### src/rtl/csd_pkg.sv
package csd_pkg;
  localparam int unsigned TERM_BITS = 4;
  localparam int unsigned CODE_BITS = 3;

  typedef struct packed {
    logic                 neg;
    logic [CODE_BITS-1:0] code;
  } csd_term_t;
endpackage

### src/rtl/csd_term_select.sv
module csd_term_select #(
  parameter int unsigned MAX_TERMS = 4,
  parameter int unsigned IDX_W     = 2
) (
  input  logic [MAX_TERMS*csd_pkg::TERM_BITS-1:0] coef_word,
  input  logic [IDX_W-1:0]                        idx,
  output csd_pkg::csd_term_t                      term
);
  csd_pkg::csd_term_t terms [MAX_TERMS];

  for (genvar g = 0; g < MAX_TERMS; g++) begin : g_unpack
    assign terms[g] = csd_pkg::csd_term_t'(
      coef_word[g*csd_pkg::TERM_BITS +: csd_pkg::TERM_BITS]);
  end

  always_comb begin
    term = terms[0];
    for (int i = 0; i < MAX_TERMS; i++) begin
      if (IDX_W'(i) == idx) term = terms[i];
    end
  end
endmodule

### src/rtl/csd_shift_acc.sv
module csd_shift_acc #(
  parameter int unsigned ACC_W = 24,
  parameter int unsigned SHW   = 5
) (
  input  logic               clk,
  input  logic               rst_n,
  input  logic               load,
  input  logic [ACC_W-1:0]   load_val,
  input  logic               step,
  input  csd_pkg::csd_term_t term,
  input  logic [ACC_W-1:0]   base,
  output logic [ACC_W-1:0]   acc_next
);
  logic [SHW-1:0]   sh_q;
  logic [SHW-1:0]   sh_next;
  logic [ACC_W-1:0] acc_q;
  logic [ACC_W-1:0] shifted;

  always_comb begin
    sh_next  = sh_q + SHW'(term.code);
    shifted  = ACC_W'($signed(base) >>> sh_next);
    acc_next = term.neg ? (acc_q - shifted) : (acc_q + shifted);
  end

  always_ff @(posedge clk or negedge rst_n) begin
    if (!rst_n) begin
      sh_q  <= '0;
      acc_q <= '0;
    end else if (load) begin
      sh_q  <= '0;
      acc_q <= load_val;
    end else if (step) begin
      sh_q  <= sh_next;
      acc_q <= acc_next;
    end
  end
endmodule

### src/rtl/csd_ctrl.sv
module csd_ctrl #(
  parameter int unsigned IDX_W = 2
) (
  input  logic             clk,
  input  logic             rst_n,
  input  logic             accept,
  input  logic [IDX_W-1:0] count,
  output logic             busy,
  output logic [IDX_W-1:0] idx,
  output logic             last
);
  logic [IDX_W-1:0] cnt_q;

  assign last = busy && (idx == cnt_q);

  always_ff @(posedge clk or negedge rst_n) begin
    if (!rst_n) begin
      busy  <= 1'b0;
      idx   <= '0;
      cnt_q <= '0;
    end else if (accept) begin
      busy  <= 1'b1;
      idx   <= '0;
      cnt_q <= count;
    end else if (busy) begin
      if (last) busy <= 1'b0;
      else      idx  <= idx + 1'b1;
    end
  end
endmodule

### src/rtl/csd_mult.sv
module csd_mult #(
  parameter int unsigned SAMPLE_W  = 16,
  parameter int unsigned PROD_W    = 24,
  parameter int unsigned MAX_TERMS = 4
) (
  input  logic                                    clk,
  input  logic                                    rst_n,
  input  logic                                    start,
  input  logic [SAMPLE_W-1:0]                     sample,
  input  logic [MAX_TERMS*csd_pkg::TERM_BITS-1:0] coef_word,
  input  logic [$clog2(MAX_TERMS)-1:0]            term_cnt,
  input  logic                                    unity_mode,
  output logic [PROD_W-1:0]                       product,
  output logic                                    done
);
  localparam int unsigned IDX_W  = $clog2(MAX_TERMS);
  localparam int unsigned HEAD_W = $clog2(MAX_TERMS + 1);
  localparam int unsigned FRAC_W = PROD_W - SAMPLE_W - HEAD_W;
  localparam int unsigned SHW    = $clog2(((1 << csd_pkg::CODE_BITS) - 1) * MAX_TERMS + 1);
  localparam int unsigned COEF_W = MAX_TERMS * csd_pkg::TERM_BITS;

  logic               busy;
  logic               last;
  logic               accept;
  logic [IDX_W-1:0]   idx;
  logic [PROD_W-1:0]  scaled_in;
  logic [PROD_W-1:0]  base_q;
  logic [COEF_W-1:0]  coef_q;
  logic [PROD_W-1:0]  acc_next;
  csd_pkg::csd_term_t term;

  assign accept    = start && !busy;
  assign scaled_in = {{HEAD_W{sample[SAMPLE_W-1]}}, sample, {FRAC_W{1'b0}}};

  always_ff @(posedge clk or negedge rst_n) begin
    if (!rst_n) begin
      base_q <= '0;
      coef_q <= '0;
    end else if (accept) begin
      base_q <= scaled_in;
      coef_q <= coef_word;
    end
  end

  csd_ctrl #(.IDX_W(IDX_W)) u_ctrl (
    .clk(clk), .rst_n(rst_n), .accept(accept), .count(term_cnt),
    .busy(busy), .idx(idx), .last(last)
  );

  csd_term_select #(.MAX_TERMS(MAX_TERMS), .IDX_W(IDX_W)) u_sel (
    .coef_word(coef_q), .idx(idx), .term(term)
  );

  csd_shift_acc #(.ACC_W(PROD_W), .SHW(SHW)) u_acc (
    .clk(clk), .rst_n(rst_n), .load(accept),
    .load_val(unity_mode ? scaled_in : '0),
    .step(busy), .term(term), .base(base_q), .acc_next(acc_next)
  );

  always_ff @(posedge clk or negedge rst_n) begin
    if (!rst_n) begin
      product <= '0;
      done    <= 1'b0;
    end else begin
      done <= last;
      if (last) product <= acc_next;
    end
  end
endmodule

### config.mk
export PLATFORM = sky130hd
export DESIGN_NAME = csd_mult
export DESIGN_NICKNAME = d
export VERILOG_FILES = /design/src/rtl/csd_pkg.sv /design/src/rtl/csd_term_select.sv /design/src/rtl/csd_shift_acc.sv /design/src/rtl/csd_ctrl.sv /design/src/rtl/csd_mult.sv
export SDC_FILE = /design/constraint.sdc
export NUM_CORES = 1
export LEC_CHECK = 0
export BUFFER_PORTS_ARGS = -buffer_cell sky130_fd_sc_hd__clkbuf_2
export CORE_UTILIZATION = 45
export CTS_BUF_LIST = sky130_fd_sc_hd__clkbuf_8
export CTS_CLUSTER_SIZE = 12
export DETAILED_ROUTE_END_ITERATION = 8
export SETUP_SLACK_MARGIN = 0.3
export SLEW_MARGIN = 20
export SYNTH_ARGS = -nofsm -noshare
export SYNTH_HDL_FRONTEND = slang
export SYNTH_SLANG_ARGS = --single-unit
export TNS_END_PERCENT = 50
### constraint.sdc
create_clock -name clk -period 15.9 [get_ports clk]
set_input_delay 2.385 -clock clk [delete_from_list [all_inputs] [get_ports clk]]
set_output_delay 2.385 -clock clk [all_outputs]
set_load 0.005 [all_outputs]
==> results.py <==
metrics = {
    "run_status": {
        "outcome": "completed",
    },
    "global_route": {
        "antenna_found_initial": 0,
        "grt_pass1_wl_um": 28800,
        "overflow": 0,
        "grtUsageTotal_pct": 25.3,
        "grt_max_degree": 58,
        "grt_pass1_vias": 5335,
    },
    "place": {
        "pre_cts_slack_ns": 8.30,
        "place.gp.congestion": 0.900,
        "portBuffers": 62,
        "post-dp-hpwl_um": 13900,
    },
    "floorplanning": {
        "die-area_um2": 15100,
        "die_height_um": 123,
        "die_w_um": 123,
        "io_pins": 63,
        "start_util_pct": 46.7,
        "coreArea_um2": 14100,
        "rows": 43,
    },
    "logic_synthesis": {
        "postSynthCellCount": 691,
        "avgSynthCellArea_um2": 9.53,
        "synth_seq_area_share_pct": 34.6,
        "synth_area_um2": 6580,
        "synthFlopType": "dfrtp_1",
        "synthArstFlopShare_pct": 100,
        "synth_edf_count": 0,
        "yosys_register_bits": 91,
        "synth_cell_types": 77,
        "syn_nets": 762,
        "yosys_warnings": 0,
    },
    "timing": {
        "fin_crit_ns": 7.40,
        "setup-violations-final": 0,
        "grt_setup_unrepaired": "no",
        "tightest_slew_ns": 0.916,
        "slew_headroom_pct": 38.9,
        "finalCritPeriodShare_pct": 46.5,
        "hold_viol": 0,
        "max_freq_mhz": 135,
        "drv_slew": 0,
        "final.setup.worst_slack_ns": 8.50,
        "clock_skew_ns": 0.0135,
        "setup_tns_ns": 0,
    },
    "final_layout": {
        "drive_above_1_share_pct": 22.1,
        "diodes": 0,
        "mostFrequentLayoutCell": "dfrtp_1",
        "n_fill_cell": 1351,
        "most-common-layout-cells": "dfrtp_1, nand2_1, clkbuf_2",
        "area_delta_synth_final_pct": 10.5,
        "nets": 804,
    },
    "clock_network": {
        "cts.path.max_buffers": 2,
        "cts_buffers": 9,
        "tritoncts": "yes",
        "cts-resized-gates": 0,
        "cts.htree.levels": 3,
        "cts-root-buf": "clkbuf_8",
        "clock-sinks": 91,
        "clkSlewWorstSetupHoldPaths_ns": 0.10,
        "clock_latency_ns": 0.38,
        "hold_buffers": 0,
        "post_cts_buffers": 0,
    },
    "setup_path": {
        "crit_path_start_kind": "flop",
        "crit_path_end_kind": "flop",
        "worstPathMaxFanout": 26,
        "slowest_stage": "fa_2",
        "crit_arrival_ns": 7.65,
        "required_ns": 16.15,
        "critPathKind": "reg2reg",
        "max_stage_delay_ns": 0.95,
    },
    "routing": {
        "drtIter0Drc": 411,
        "firstDrtPassIters": 5,
        "avgViaCountPerCell": 6.04,
        "route.vias.total": 5547,
        "ant_nets": 0,
        "wl_per_cell_um": 19.8,
        "drc_errors": 0,
        "wirelength_um": 18100,
    },
    "job": {
        "max-cap-violations": 0,
    },
    "min_path": {
        "hold_path.class": "reg2reg",
    },
}
## flip-flops by register name, summed over array words and instances, names as in the netlist
signal,count
u_ctrl.cnt_q,2
done,1
base_q,16
u_ctrl.busy,1
coef_q,16
product,24
u_ctrl.idx,2
u_acc.acc_q,24
u_acc.sh_q,5
## per-stage QoR
step	hold WS, ns	util [%]	std cells	cell area [µm²]
2_1_floorplan	0.456	-	691	6580
3_3_place_gp	0.463	49.8	901	7020
5_1_grt	0.522	51.6	918	7280
3_5_place_dp	0.474	49.8	901	7020
4_1_cts	0.496	51.4	917	7250
6_report	0.489	51.6	918	7280
## critical path, delay by kind of cell (launching register included)
family	cells	cell delay [ns]
AOI/OAI and AO/OA	13	2.64
adders and majority gates	4	1.82
muxes	3	0.98
and+or+nand+nor	5	0.93
DFF	1	0.44
xor gates and xnor gates	2	0.36
buffers and inverters	1	0.10
## logic make-up after synthesis
logic type	after synthesis	share of synthesized area [%]
xor gates and xnor gates	45	6.21
muxes	81	15.2
AOI/OAI and AO/OA	226	22.6
buffers and inverters	60	3.82
adders and majority gates	33	6.50
DFF	91	34.6
and+or+nand+nor	155	11.1
## metal layers
metal | wire (µm) | track usage, % | vias up
met5 | 0 | 0 | -
met4 | 519 | 9.98 | 0
met3 | 766 | 3.14 | 24
met2 | 8160 | 37.8 | 145
met1 | 8690 | 37.0 | 2746
li1 | - | - | 2632
## worst paths after layout
path                               startpoint              end  slack [ns]  depth (start not counted)
worst min-delay path              product[15]      product[15]        0.49                          2
max in group asynchronous               rst_n    u_acc.sh_q[4]       12.86                          2
worst max register to register  u_ctrl.idx[1]  u_acc.acc_q[23]        8.50                         28
min in group asynchronous               rst_n  u_acc.acc_q[20]        1.94                          1
worst max-delay path            u_ctrl.idx[1]  u_acc.acc_q[23]        8.50                         28
worst min register to register    product[15]      product[15]        0.49                          2
## cells in the mapped netlist (2+ instances only)
master	n	area share (%)
a2111oi_0	4	0.53
a211o_1	3	0.40
a211oi_1	9	1.0
a21bo_2	2	0.30
a21boi_0	5	0.57
a21o_1	12	1.4
a21oi_1	58	4.4
a221oi_1	12	1.6
a22o_1	6	0.80
a22oi_1	5	0.57
a31o_2	2	0.27
a31oi_1	9	0.86
a41oi_1	2	0.27
and2_1	4	0.38
and3_1	2	0.19
buf_1	2	0.11
buf_2	6	0.46
buf_4	3	0.34
clkbuf_1	27	1.5
dfrtp_1	91	35
fa_1	2	0.61
ha_1	31	5.9
inv_1	20	1.1
mux2_2	46	7.9
mux2i_1	24	3.6
mux4_2	9	3.1
nand2_1	71	4.0
nand2b_1	7	0.67
nand3_1	10	0.76
nand3b_1	2	0.23
nor2_1	33	1.9
nor2b_1	5	0.48
nor3_1	8	0.61
o211ai_1	8	0.91
o21a_1	3	0.34
o21ai_0	51	3.9
o21ai_1	6	0.46
o21bai_1	6	0.68
o22ai_1	6	0.57
xnor2_1	26	3.5
xor2_1	17	2.3
## layout make-up
class	count	area, µm²	area share [%]
repair buffers	70	393	5.40
clock buffers	9	124	1.70
inverters	21	78.8	1.08
well taps	180	225	3.09
clock inverters	7	108	1.48
flip-flops and latches	91	2280	31.3
multi-input cells	540	4070	56.0
Power is left out: the tool's default activity adds up to more than one toggle a clock period on the data nets, which glitch-free logic cannot reach.
